===== src/rtl/pseg_pkg.sv =====
package pseg_pkg;

   typedef enum logic [1:0] {
      PH_IDLE = 2'd0,
      PH_DESC = 2'd1,
      PH_PAGE = 2'd2
   } pseg_phase_e;

endpackage


===== src/rtl/pseg_addr_gen.sv =====
module pseg_addr_gen #(
   parameter int IDX_W  = 18,
   parameter int ADDR_W = 32,
   parameter int SHIFT  = 3
) (
   input  logic [ADDR_W-1:0] base,
   input  logic [IDX_W-1:0]  idx,
   output logic [ADDR_W-1:0] addr
);
   localparam int SPAN_W = IDX_W + SHIFT;

   generate
      if (SPAN_W > ADDR_W) begin : g_bad_span
         $error("pseg_addr_gen: scaled index wider than address");
      end
   endgenerate

   logic [ADDR_W-1:0] scaled;
   assign scaled = ADDR_W'(idx) << SHIFT;
   assign addr   = base + scaled;
endmodule


===== src/rtl/pseg_limit_split.sv =====
module pseg_limit_split #(
   parameter int OFF_W  = 16,
   parameter int POFF_W = 10
) (
   input  logic [OFF_W-1:0]        off,
   input  logic [OFF_W:0]          seg_len,
   output logic                    legal,
   output logic [OFF_W-POFF_W-1:0] page,
   output logic [POFF_W-1:0]       in_page
);
   generate
      if (POFF_W >= OFF_W) begin : g_bad_split
         $error("pseg_limit_split: page offset must be narrower than segment offset");
      end
   endgenerate

   assign legal   = {1'b0, off} < seg_len;
   assign page    = off[OFF_W-1:POFF_W];
   assign in_page = off[POFF_W-1:0];
endmodule


===== src/rtl/pseg_xlate.sv =====
module pseg_xlate
   import pseg_pkg::*;
#(
   parameter int SEG_W     = 18,
   parameter int OFF_W     = 16,
   parameter int POFF_W    = 10,
   parameter int FRAME_W   = 20,
   parameter int ADDR_W    = 32,
   parameter int DATA_W    = 64,
   parameter int PTB_LSB   = 32,
   parameter int VALID_BIT = 63,
   parameter int ENT_SHIFT = 3
) (
   input  logic                      clk,
   input  logic                      rst_n,
   input  logic                      tbl_base_wr,
   input  logic [ADDR_W-1:0]         tbl_base_wdata,
   input  logic                      req_valid,
   input  logic [SEG_W-1:0]          req_seg,
   input  logic [OFF_W-1:0]          req_off,
   output logic                      busy,
   output logic                      done,
   output logic [FRAME_W+POFF_W-1:0] resp_paddr,
   output logic                      resp_fault_len,
   output logic                      resp_fault_page,
   output logic                      mem_req,
   output logic [ADDR_W-1:0]         mem_addr,
   input  logic                      mem_ack,
   input  logic [DATA_W-1:0]         mem_rdata
);
   localparam int PAGE_W = OFF_W - POFF_W;
   localparam int LEN_W  = OFF_W + 1;
   localparam int PA_W   = FRAME_W + POFF_W;

   generate
      if (PTB_LSB + ADDR_W > DATA_W) begin : g_bad_ptb
         $error("pseg_xlate: page-table origin field exceeds data word");
      end
      if (LEN_W > PTB_LSB) begin : g_bad_len
         $error("pseg_xlate: length field overlaps page-table origin");
      end
      if (FRAME_W > VALID_BIT || VALID_BIT >= DATA_W) begin : g_bad_pte
         $error("pseg_xlate: page entry layout does not fit");
      end
   endgenerate

   pseg_phase_e         phase_q;
   logic [ADDR_W-1:0]   tbl_base_q;
   logic [OFF_W-1:0]    off_q;
   logic [ADDR_W-1:0]   addr_q;
   logic                done_q;
   logic                flen_q;
   logic                fpage_q;
   logic [PA_W-1:0]     paddr_q;

   logic [ADDR_W-1:0]   desc_addr;
   logic [ADDR_W-1:0]   pte_addr;
   logic                off_legal;
   logic [PAGE_W-1:0]   page_idx;
   logic [POFF_W-1:0]   in_page;
   logic                unused_rdata;

   assign unused_rdata = ^mem_rdata;

   pseg_addr_gen #(.IDX_W(SEG_W), .ADDR_W(ADDR_W), .SHIFT(ENT_SHIFT)) desc_gen_i (
      .base (tbl_base_q),
      .idx  (req_seg),
      .addr (desc_addr)
   );

   pseg_limit_split #(.OFF_W(OFF_W), .POFF_W(POFF_W)) split_i (
      .off     (off_q),
      .seg_len (mem_rdata[LEN_W-1:0]),
      .legal   (off_legal),
      .page    (page_idx),
      .in_page (in_page)
   );

   pseg_addr_gen #(.IDX_W(PAGE_W), .ADDR_W(ADDR_W), .SHIFT(ENT_SHIFT)) pte_gen_i (
      .base (mem_rdata[PTB_LSB +: ADDR_W]),
      .idx  (page_idx),
      .addr (pte_addr)
   );

   always_ff @(posedge clk) begin
      if (!rst_n) begin
         phase_q    <= PH_IDLE;
         tbl_base_q <= '0;
         off_q      <= '0;
         addr_q     <= '0;
         done_q     <= 1'b0;
         flen_q     <= 1'b0;
         fpage_q    <= 1'b0;
         paddr_q    <= '0;
      end else begin
         done_q <= 1'b0;
         if (tbl_base_wr) begin
            tbl_base_q <= tbl_base_wdata;
         end
         case (phase_q)
            PH_IDLE: begin
               if (req_valid) begin
                  off_q   <= req_off;
                  addr_q  <= desc_addr;
                  phase_q <= PH_DESC;
               end
            end
            PH_DESC: begin
               if (mem_ack) begin
                  if (off_legal) begin
                     addr_q  <= pte_addr;
                     phase_q <= PH_PAGE;
                  end else begin
                     done_q  <= 1'b1;
                     flen_q  <= 1'b1;
                     fpage_q <= 1'b0;
                     paddr_q <= '0;
                     phase_q <= PH_IDLE;
                  end
               end
            end
            PH_PAGE: begin
               if (mem_ack) begin
                  done_q  <= 1'b1;
                  flen_q  <= 1'b0;
                  phase_q <= PH_IDLE;
                  if (mem_rdata[VALID_BIT]) begin
                     fpage_q <= 1'b0;
                     paddr_q <= {mem_rdata[FRAME_W-1:0], in_page};
                  end else begin
                     fpage_q <= 1'b1;
                     paddr_q <= '0;
                  end
               end
            end
            default: phase_q <= PH_IDLE;
         endcase
      end
   end

   assign busy            = (phase_q != PH_IDLE);
   assign mem_req         = (phase_q == PH_DESC) || (phase_q == PH_PAGE);
   assign mem_addr        = addr_q;
   assign done            = done_q;
   assign resp_fault_len  = flen_q;
   assign resp_fault_page = fpage_q;
   assign resp_paddr      = paddr_q;

   assert_done_pulse_R7: assert property (@(posedge clk) disable iff (!rst_n)
      done |=> !done);

   assert_done_idle_R7: assert property (@(posedge clk) disable iff (!rst_n)
      done |-> !busy);

   assert_trap_excl_R6: assert property (@(posedge clk) disable iff (!rst_n)
      done |-> !(resp_fault_len && resp_fault_page));

   assert_req_hold_R8: assert property (@(posedge clk) disable iff (!rst_n)
      (mem_req && !mem_ack) |=> (mem_req && $stable(mem_addr)));

   assert_inpage_R5: assert property (@(posedge clk) disable iff (!rst_n)
      (done && !resp_fault_len && !resp_fault_page) |->
         (resp_paddr[POFF_W-1:0] == off_q[POFF_W-1:0]));

   assert_trap_zero_R3: assert property (@(posedge clk) disable iff (!rst_n)
      (done && (resp_fault_len || resp_fault_page)) |-> (resp_paddr == '0));
endmodule


===== config.mk =====
export PLATFORM = sky130hd
export DESIGN_NAME = pseg_xlate
export DESIGN_NICKNAME = d
export VERILOG_FILES = /design/src/rtl/pseg_pkg.sv /design/src/rtl/pseg_addr_gen.sv /design/src/rtl/pseg_limit_split.sv /design/src/rtl/pseg_xlate.sv
export SDC_FILE = /design/constraint.sdc
export NUM_CORES = 1
export LEC_CHECK = 0
export ABC_AREA = 1
export ABC_CLOCK_PERIOD_IN_PS = 2350
export CORE_AREA = 2 2 123 125
export DETAILED_ROUTE_END_ITERATION = 12
export DIE_AREA = 0 0 125 127
export DONT_BUFFER_PORTS = 1
export PLACE_DENSITY = 0.69
export SYNTH_ARGS = -nofsm -noshare
export SYNTH_HDL_FRONTEND = slang
export SYNTH_SLANG_ARGS = --single-unit

===== constraint.sdc =====
create_clock -name clk -period 2.35 [get_ports clk]
set_input_delay 0.47 -clock clk [delete_from_list [all_inputs] [get_ports clk]]
set_output_delay 0.47 -clock clk [all_outputs]
set_load 0.01 [all_outputs]

==> results.md, run 1 <==
* # IOs at 202
* Routed WL at 21,900 µm
* DRT iter0 DRCs at 431
* Post-cts resize count at 0
* Unrepaired setup endpoints after global routing: false
* Clock Latency Late Sink at 430 ps
* Metal2 WL at 10,600 µm
* Met3 WL post-DR at 1530 µm
* GP Congestion at 0.937
* Initial antenna violation count at 0
* GR Overflow Total at 0
* Cell Area, Synth at 7800 µm²
* Crit path top cell by count: nand2_1
* Crit path largest cell delay at ~420 ps
* Largest net degree at the start of global routing at slightly below 80
* Pre-CTS WS at 107 ps
* Synth Area in Simple Gates at between 30 and 40%
* Power Dens Cells at 984 nW/µm²
* Least-Margin Pin Slew at about 570 ps
* Yosys reg bits at 115
* Hold crit path type: in2reg
* Area leader, netlist: dfxtp_1
* Leak Pwr at 4.18 nW
* Vias in the first global route at 7,252
* Setup_tns at 0 ps
* Tot GR Track Use at 27.8%
* Max H-tree Level at 4
* Worst path top cell family by delay: simple AND/OR/NAND/NOR gates
* Layout cell share with drive strength beyond 1 at a little under 6%
* DRC at 0
* Core area at 14,400 µm²
* Number of violations of the max-capacitance limit at 0
* Adder-Cell Fraction of Synth Area at ~7.2%
* Synth-to-layout area growth at 9.43%
* Hold Path Depth at 2
* Worst slew margin at 61.8%
* Setup bufs post-CTS at 0
* Vert. Die Dim at ~130 µm
* CTS sink cnt at 115
* Slowest cell on the critical path: fa_1
* Reg clk slew, reported paths at 60 ps
* Initial Util at 54.1%
* Root Buffer Master: clkbuf_16
* Die Width at 125 µm
* CTS tree: built
* Final Instance Area at about 8500 µm²
* Final Slew Violations at 0
* FMAX at ~470 MHz
* Placement Cell Area at 7890 µm²
* NumNets Final at 1,448
* DRT Pass-1 Iters at 6
* Post-synthesis compound-gate area fraction at 12.6%
* Setup crit end kind: flop
* Final non-filler cell total at 1,466
* Core Rows at 44
* Post-layout minimum cycle time at 2130 ps
* Crit Path Class: reg2reg
* Final setup vio count at 0
* Worst path depth at 13
* Cells after DPL at 1,434
* Syn Nets at 1,461
* Port-buffer cells at 0
* Multiplexer area fraction after synthesis at 0%
* Antenna-violating nets left at 0
* Peak supply drop at between 0.0005 and 0.0006 V
* Top post-synthesis cells by area: dfxtp_1 30%, nand2_1 18%, nor2_1 9.8%, inv_1 7.5%, ha_1 6.7%
* Worst Setup Start Kind: flop
* Xor and xnor area share after synthesis at 0.898%
* Netlist cell types at 41
* Tcrit/Tclk final at 90.7%
* Worst Slack Setup Final at 218 ps
* Core Util, Final at 59.2%
* Post-DP HPWL at 16,800 µm
* R2R cell count at 13
* Post-cts hold buffer count at 0
* First-pass GRT wire length at 35,500 µm
* Total Power Consumption at 8.40 mW
* Routed WL per cell at 14.9 µm
* Fill cell count at 1,488
* Antenna diode count at 0
* Avg Cell Area, Syn at 6.09 µm²
* Buf/Inv on CP at 2
* Outcome: complete, no violations
* Setup Skew at 7.76 ps
* Yosys warning total at 0
* Via-to-Cell Ratio at 5.34
* Wl on met1 at 9040 µm
* Sequential fraction of the synthesis area at 29.5%
* Required time of the critical path at 2680 ps
* Die footprint at 15,900 µm²
* CTS buffer count at 17
* Hold Slack at 178 ps
* CP Cell Sequence: ha_1 > fa_1 > nand2_1 > nand3_1 > nand2_1 > inv_1 > nand2_1 > a21o_1 > nand2_1 > nand2_1 > nand3_1 > nand2_1 > inv_1
* Final Hold Fails at 0
* Synth Instances at 1,282
* Max Used Layer: met4
* Main combinational cell family by area after synthesis: simple AND/OR/NAND/NOR gates
* WP data arrival at 2460 ps
* Vias after detailed routing at 7,825
* Yosys top cell area share at a little under 30%
* Worst Path Max Fanout at 5
* Clk buf depth at 2
-- synth_stat cells (all sizes together) --
| cell | number |
|---|---|
| clkbuf | 23 |
| o22ai | 4 |
| a21o | 2 |
| and2 | 2 |
| nand3 | 101 |
| ha | 42 |
| dfxtp | 115 |
| buf | 19 |
| a21boi | 3 |
| nand3b | 10 |
| nand4 | 14 |
| and3 | 1 |
| o21ai | 88 |
| xor2 | 3 |
| nand2 | 389 |
| xnor2 | 5 |
| fa | 2 |
| inv | 160 |
| nor2 | 208 |
| nor3b | 1 |
| nor2b | 1 |
| or2 | 2 |
| o21bai | 2 |
| a21oi | 81 |
| nor3 | 4 |
-- kinds of logic (layout without fill, tap and decap cells) --
| kind of cell | after synthesis | count (layout) |
|---|---|---|
| xor gates and xnor gates | 8 | 8 |
| and+or+nand+nor | 733 | 733 |
| AOI/OAI and AO/OA | 180 | 180 |
| buffers and inverters | 202 | 202 |
| DFF | 115 | 115 |
| adders and majority gates | 44 | 44 |
-- metal layers --
| metal | track usage [%] | vias up |
|---|---|---|
| li1 | - | 4050 |
| met1 | 32.3 | 3462 |
| met2 | 48.3 | 265 |
| met3 | 7.58 | 48 |
| met4 | 12.1 | 0 |
| met5 | 0 | - |
-- layout by cell type, fill, tap and decap left out, types with 3 or more instances in the layout --
cell type	count
a21oi_1	71
a21oi_2	10
buf_4	8
bufinv_16	4
clkbuf_16	17
dfxtp_1	115
ha_1	42
inv_1	155
inv_2	3
inv_6	7
nand2_1	383
nand2_2	3
nand3_1	99
nand3b_1	10
nand4_1	14
nor2_1	204
nor2_2	4
nor3_1	4
o21ai_0	74
o21ai_1	13
o22ai_1	4
xnor2_1	5
xor2_1	3
-- flip-flops by register name (all words and copies together), names as in the netlist --
register	count
resp_fault_page	1
done	1
resp_fault_len	1
tbl_base_q	32
mem_addr	32
off_q	16
resp_paddr	30
phase_q	2
-- final timing paths --
path	start	endpoint	slack (ps)
max	off_q[10]	mem_addr[23]	220
max reg2reg	off_q[10]	mem_addr[23]	220
min reg2reg	off_q[0]	off_q[0]	480
min	tbl_base_wdata[18]	tbl_base_q[18]	180
-- where the power goes --
group / switching (mW) / internal (mW) / leakage (nW)
combinational: 1.89 / 0.960 / 2.92
clock: 1.04 / 1.81 / 0.314
sequential: 0.379 / 2.31 / 0.947
total: 3.32 / 5.08 / 4.18
-- cell type report --
| cell class | count | area (µm²) | share of cell area (%) |
|---|---|---|---|
| well taps | 184 | 230 | 2.70 |
| repair buffers | 10 | 100 | 1.17 |
| clock inverters | 15 | 220 | 2.58 |
| inverters | 160 | 608 | 7.12 |
| multi-input cells | 965 | 4650 | 54.5 |
| clock buffers | 17 | 425 | 4.98 |
| flip-flops and latches | 115 | 2300 | 27.0 |
Note: power is estimated with default switching activity, not from simulation.
==> run 2, diff against run 1 <==
--- a/config.mk
+++ b/config.mk
@@ -12,6 +12,7 @@
 export DIE_AREA = 0 0 125 127
 export DONT_BUFFER_PORTS = 1
 export PLACE_DENSITY = 0.69
+export RECOVER_POWER = 50
 export SYNTH_ARGS = -nofsm -noshare
 export SYNTH_HDL_FRONTEND = slang
 export SYNTH_SLANG_ARGS = --single-unit
==> results.md, run 2 (synthesis results as in run 1) <==
* Comb pwr share at 34.0% (about the same)
* Routed WL at 21,900 µm (about the same)
* Crit path largest cell delay at 420 ps (about the same)
* Vias after detailed routing at 7,805 (was 7,825)
* Number of violations of the max-capacitance limit at 0 (unchanged)
* Final Slew Violations at 0 (unchanged)
* Hold crit path type: in2reg (unchanged)
* Switch share at 39.4% (was 39.5%)
* Final Instance Area at 8540 µm² (about the same)
* Crit Path Class: reg2reg (unchanged)
* CP Cell Sequence: ha_1 > fa_1 > nand2_1 > nand3_1 > nand2_1 > inv_1 > nand2_1 > a21o_1 > nand2_1 > nand2_1 > nand3_1 > nand2_1 > inv_1 (unchanged)
* Initial Util at 54.1% (unchanged)
* Clk network pwr share at 33.9% (about the same)
* Power Dens Cells at 983 nW/µm² (was 984 nW/µm²)
* Setup bufs post-CTS at 0 (unchanged)
* Final Hold Fails at 0 (unchanged)
* Slowest cell on the critical path: fa_1 (unchanged)
* FMAX at 469 MHz (about the same)
* Routed WL per cell at 14.9 µm (about the same)
* Synth-to-layout area growth at 9.38% (was 9.43%)
* Largest net degree at the start of global routing at 79 (unchanged)
* CTS tree: built (unchanged)
* Root Buffer Master: clkbuf_16 (unchanged)
* Via-to-Cell Ratio at 5.32 (was 5.34)
* Outcome: complete, no violations (unchanged)
* Commonest non-fill, non-tap cell in the layout: nand2_1 (unchanged)
* Vias in the first global route at 7,252 (unchanged)
* Buf/Inv on CP at 2 (unchanged)
* Post-layout minimum cycle time at 2130 ps (about the same)
* Final setup vio count at 0 (unchanged)
* Fill cell count at 1,490 (was 1,488)
* GP Congestion at 0.937 (unchanged)
* Worst slew margin at 2.27% (was 61.8%)
* Setup Skew at 7.77 ps (was 7.76 ps)
* GR Overflow Total at 0 (unchanged)
* Worst path top cell family by delay: simple AND/OR/NAND/NOR gates (unchanged)
* DRT iter0 DRCs at 431 (unchanged)
* Switch Pwr at 3.31 mW (was 3.32 mW)
* Required time of the critical path at 2680 ps (about the same)
* CTS buffer count at 17 (unchanged)
* Reg clk slew, reported paths at 60 ps (about the same)
* Internal Power at 5.08 mW (about the same)
* Initial antenna violation count at 0 (unchanged)
* Seq pwr share at 32.1% (about the same)
* # IOs at 202 (unchanged)
* Antenna diode count at 0 (unchanged)
* Crit path top cell by count: nand2_1 (unchanged)
* Layout cell share with drive strength beyond 1 at 5.77% (was 5.85%)
* First-pass GRT wire length at 35,500 µm (unchanged)
* DRC at 0 (unchanged)
* Post-DP HPWL at 16,800 µm (unchanged)
* Placement Cell Area at 7890 µm² (unchanged)
* Post-cts resize count at 0 (unchanged)
* Die Width at 125 µm (unchanged)
* Unrepaired setup endpoints after global routing: false (unchanged)
* Worst Path Max Fanout at 5 (unchanged)
* Die footprint at 15,900 µm² (unchanged)
* Antenna-violating nets left at 0 (unchanged)
* Clk buf depth at 2 (unchanged)
* Least-Margin Pin Slew at 1470 ps (was 572 ps)
* Core Rows at 44 (unchanged)
* Peak supply drop at 0.000507 V (about the same)
* Clock Latency Late Sink at 430 ps (about the same)
* Core area at 14,400 µm² (unchanged)
* Tot GR Track Use at 27.8% (unchanged)
* Commonest non-fill, non-tap cells in the layout: 383 x nand2_1, 204 x nor2_1, 155 x inv_1 (unchanged)
* Post-cts hold buffer count at 0 (unchanged)
* DRT Pass-1 Iters at 6 (unchanged)
* Worst Setup Start Kind: flop (unchanged)
* WP data arrival at 2460 ps (about the same)
* CTS sink cnt at 115 (unchanged)
* Setup crit end kind: flop (unchanged)
* Vert. Die Dim at 127 µm (unchanged)
* Port-buffer cells at 0 (unchanged)
* NumNets Final at 1,448 (unchanged)
* Leak Pwr at 4.18 nW (about the same)
* Max H-tree Level at 4 (unchanged)
* Setup_tns at 0 ps (unchanged)
* Tcrit/Tclk final at 90.7% (about the same)
[run 2: worst paths after layout]
path                            from             end  slack, ps  cells past startpoint
setup reg to reg           off_q[10]    mem_addr[23]        220                     13
hold / removal    tbl_base_wdata[19]  tbl_base_q[19]        180                      2
setup / recovery           off_q[10]    mem_addr[23]        220                     13
hold reg to reg             off_q[0]        off_q[0]        480                      2
[run 2: cell type report]
class                           count  area (µm²)  share of cell area, %
Timing Repair Buffer               10        96.3                   1.13
Multi-Input combinational cell    965        4650                   54.5
Inverter                          160         608                   7.12
Clock buffer                       17         425                   4.98
Tap cell                          184         230                   2.70
Clock inverter                     15         220                   2.58
Sequential cell                   115        2300                   27.0
[run 2: stage by stage]
stage          total power, mW  cells  setup WS, ps  hold WS [ps]  util [%]
2_1_floorplan             5.04   1282           345           444         -
3_3_place_gp              5.54   1434           106           458      54.7
3_5_place_dp              5.58   1434           107           475      54.7
4_1_cts                   8.46   1466           206           162      59.2
5_1_grt                   9.01   1466         0.417           168      59.2
6_report                  8.39   1466           218           178      59.2
[run 2: power by group through the flow]
stage               sequential [mW]  clock (mW)  combinational (mW)
detailed placement             2.74           0                2.84
global placement               2.74           0                2.80
CTS                            2.70        2.89                2.87
global route                   2.73        2.98                3.29
floorplan                      2.63           0                2.40
finish                         2.69        2.85                2.85
[run 2: worst reg2reg max path: stages (launching register included)]
cell	delay (ps)
dfxtp_1	360
ha_1	250
fa_1	420
nand2_1	90
nand3_1	90
nand2_1	210
inv_1	100
nand2_1	90
a21o_1	110
nand2_1	40
nand2_1	50
nand3_1	110
nand2_1	80
inv_1	30
[run 2: layer usage]
metal  wire length [µm]  global-route usage [%]  part of all wire, %
met1               8970                    32.3                   41
met4                743                    12.1                  3.4
met2              10600                    48.3                   49
met5                  0                       0                    0
met3               1560                    7.58                  7.1
==> run 3, diff against run 2 <==
--- a/config.mk
+++ b/config.mk
@@ -7,11 +7,11 @@
 export LEC_CHECK = 0
 export ABC_AREA = 1
 export ABC_CLOCK_PERIOD_IN_PS = 2350
-export CORE_AREA = 2 2 123 125
+export BUFFER_PORTS_ARGS = -buffer_cell sky130_fd_sc_hd__buf_4
+export CORE_AREA = 2 2 124 126
 export DETAILED_ROUTE_END_ITERATION = 12
-export DIE_AREA = 0 0 125 127
-export DONT_BUFFER_PORTS = 1
-export PLACE_DENSITY = 0.69
+export DIE_AREA = 0 0 126 128
+export PLACE_DENSITY = 0.8
 export RECOVER_POWER = 50
 export SYNTH_ARGS = -nofsm -noshare
 export SYNTH_HDL_FRONTEND = slang
==> results.md, run 3 (synthesis results as in run 1) <==
* Final setup vio count at 0 (unchanged)
* Post-layout minimum cycle time at 2110 ps (was 2130 ps)
* Comb pwr share at 40.1% (was 34.0%)
* Initial Util at 52.5% (was 54.1%)
* Initial antenna violation count at 0 (unchanged)
* NumNets Final at 1,649 (was 1,448)
* Setup Skew at 9.19 ps (was 7.77 ps)
* Core Rows at 45 (was 44)
* Final Instance Area at 9820 µm² (was 8540 µm²)
* Worst Path Max Fanout at 5 (unchanged)
* Hold crit path type: in2reg (unchanged)
* Leak Pwr at 4.92 nW (was 4.18 nW)
* Power Dens Cells at 892 nW/µm² (was 983 nW/µm²)
* First-pass GRT wire length at 37,400 µm (was 35,500 µm)
* CTS sink cnt at 115 (unchanged)
* Total Power Consumption at 8.75 mW (was 8.39 mW)
* Clk buf depth at 2 (unchanged)
* Reg clk slew, reported paths at 60 ps (about the same)
* Post-cts hold buffer count at 0 (unchanged)
* Crit path top cell by count: nand2_1 (unchanged)
* Buf/Inv on CP at 0 (was 2)
* Tcrit/Tclk final at 89.6% (was 90.7%)
* DRC at 0 (unchanged)
* Post-cts resize count at 0 (unchanged)
* Via-to-Cell Ratio at 5.13 (was 5.32)
* Peak supply drop at 0.000523 V (was 0.000507 V)
* Final Hold Fails at 0 (unchanged)
* Worst Setup Start Kind: flop (unchanged)
* Routed WL at 23,200 µm (was 21,900 µm)
* Clock Latency Late Sink at 430 ps (about the same)
* Die footprint at 16,100 µm² (was 15,900 µm²)
* Commonest non-fill, non-tap cells in the layout: 383 x nand2_1, 204 x nor2_1, 155 x inv_1 (unchanged)
* Vias after detailed routing at 8,571 (was 7,805)
* Vias in the first global route at 7,965 (was 7,252)
* Root Buffer Master: clkbuf_16 (unchanged)
* CTS tree: built (unchanged)
* WP data arrival at 2460 ps (about the same)
* Final Slew Violations at 0 (unchanged)
* Routed WL per cell at 13.9 µm (was 14.9 µm)
* Unrepaired setup endpoints after global routing: false (unchanged)
* Clk network pwr share at 30.7% (was 33.9%)
* Setup crit end kind: flop (unchanged)
* Outcome: complete, no violations (unchanged)
* R2R Setup Slk at 240 ps (was 220 ps)
* GP Congestion at 0.925 (was 0.937)
* Slowest cell on the critical path: fa_1 (unchanged)
* Seq pwr share at 29.2% (was 32.1%)
* Antenna-violating nets left at 0 (unchanged)
* Core area at 14,900 µm² (was 14,400 µm²)
* Fill cell count at 1,454 (was 1,490)
* Post-DP HPWL at 17,700 µm (was 16,800 µm)
* Crit path largest cell delay at 380 ps (was 420 ps)
* Required time of the critical path at 2700 ps (was 2680 ps)
* Commonest non-fill, non-tap cell in the layout: nand2_1 (unchanged)
* CTS buffer count at 17 (unchanged)
* Layout cell share with drive strength beyond 1 at 14.4% (was 5.77%)
* Setup_tns at 0 ps (unchanged)
* Placement Cell Area at 9450 µm² (was 7890 µm²)
* Internal Power at 5.28 mW (was 5.08 mW)
* DRT Pass-1 Iters at 6 (unchanged)
* FMAX at 475 MHz (was 469 MHz)
* Die Width at 126 µm (was 125 µm)
* Number of violations of the max-capacitance limit at 0 (unchanged)
* Switch share at 39.7% (was 39.4%)
* DRT iter0 DRCs at 681 (was 431)
* # IOs at 202 (unchanged)
* Switch Pwr at 3.48 mW (was 3.31 mW)
* Antenna diode count at 0 (unchanged)
* Crit Path Class: reg2reg (unchanged)
* Vert. Die Dim at 128 µm (was 127 µm)
* CP Cell Sequence: ha_1 > fa_1 > nand3_1 > nand3_1 > nand2_1 > nand2_1 > nand2_1 > nand2_1 > nand2_1 > nand2_1 > nand2_1 > nand3_1 > a21oi_1 (was ha_1 > fa_1 > nand2_1 > nand3_1 > nand2_1 > inv_1 > nand2_1 > a21o_1 > nand2_1 > nand2_1 > nand3_1 > nand2_1 > inv_1)
* Synth-to-layout area growth at 25.8% (was 9.38%)
* Worst slew margin at 28.1% (was 2.27%)
* GR Overflow Total at 0 (unchanged)
* Port-buffer cells at 189 (was 0)
* Largest net degree at the start of global routing at 78 (was 79)
* Worst path top cell family by delay: simple AND/OR/NAND/NOR gates (unchanged)
* Max H-tree Level at 4 (unchanged)
* Tot GR Track Use at 28.7% (was 27.8%)
* Least-Margin Pin Slew at 1080 ps (was 1470 ps)
* Setup bufs post-CTS at 0 (unchanged)
-- run 3: cell types whose count changed in the layout (fill, tap and decap cells not counted) --
cell / delta
buf_12: +3
buf_4: +137
bufinv_16: -1
clkbuf_1: +61
clkinv_2: +3
clkinvlp_4: +2
inv_6: -2
inv_8: -2
-- run 3: area by class of cell --
| type | count | area [µm²] | share of cell area, % |
|---|---|---|---|
| clock inverter | 15 | 180 | 1.84 |
| tap | 188 | 235 | 2.40 |
| multi-input combinational | 965 | 4650 | 47.4 |
| inverter | 160 | 608 | 6.19 |
| timing repair buffer | 211 | 1410 | 14.4 |
| clock buffer | 17 | 425 | 4.33 |
| sequential | 115 | 2300 | 23.4 |
-- run 3: worst paths after layout --
path | start | endpoint | depth (start not counted)
worst max-delay path | tbl_base_q[3] | mem_addr[21] | 13
worst min-delay path | tbl_base_wdata[18] | tbl_base_q[18] | 3
worst max register to register | tbl_base_q[3] | mem_addr[21] | 13
worst min register to register | resp_paddr[11] | resp_paddr[11] | 2
-- run 3: power groups by stage --
| stage | combinational [mW] | clock [mW] | sequential, mW |
|---|---|---|---|
| final | 3.51 | 2.69 | 2.55 |
| after global routing | 3.93 | 2.81 | 2.59 |
| after CTS | 3.65 | 2.71 | 2.56 |
| after detailed placement | 3.61 | 0 | 2.60 |
| after global placement | 3.57 | 0 | 2.59 |
| after floorplan | 2.40 | 0 | 2.63 |
-- run 3: routing by layer --
| metal | GRT usage (%) | vias to the layer above | wire length, µm |
|---|---|---|---|
| met1 | 33.9 | 3778 | 9920 |
| met5 | 0 | - | 0 |
| met3 | 4.84 | 60 | 1320 |
| li1 | - | 4440 | - |
| met2 | 51.2 | 293 | 11200 |
| met4 | 12.7 | 0 | 759 |
-- run 3: worst min-delay path: stages --
cell    delay, ps
buf_4          70
nor2_1         30
nor2_1         80
-- run 3: metrics by stage --
stage / utilization, % / cells / setup WS, ps / hold slack [ps]
floorplan: - / 1282 / 345 / 444
global placement: 63.5 / 1639 / 79.7 / 451
detailed placement: 63.5 / 1639 / 22.6 / 455
CTS: 67.6 / 1671 / 272 / 258
global route: 66.1 / 1671 / 43.6 / 261
finish: 66.1 / 1671 / 244 / 261
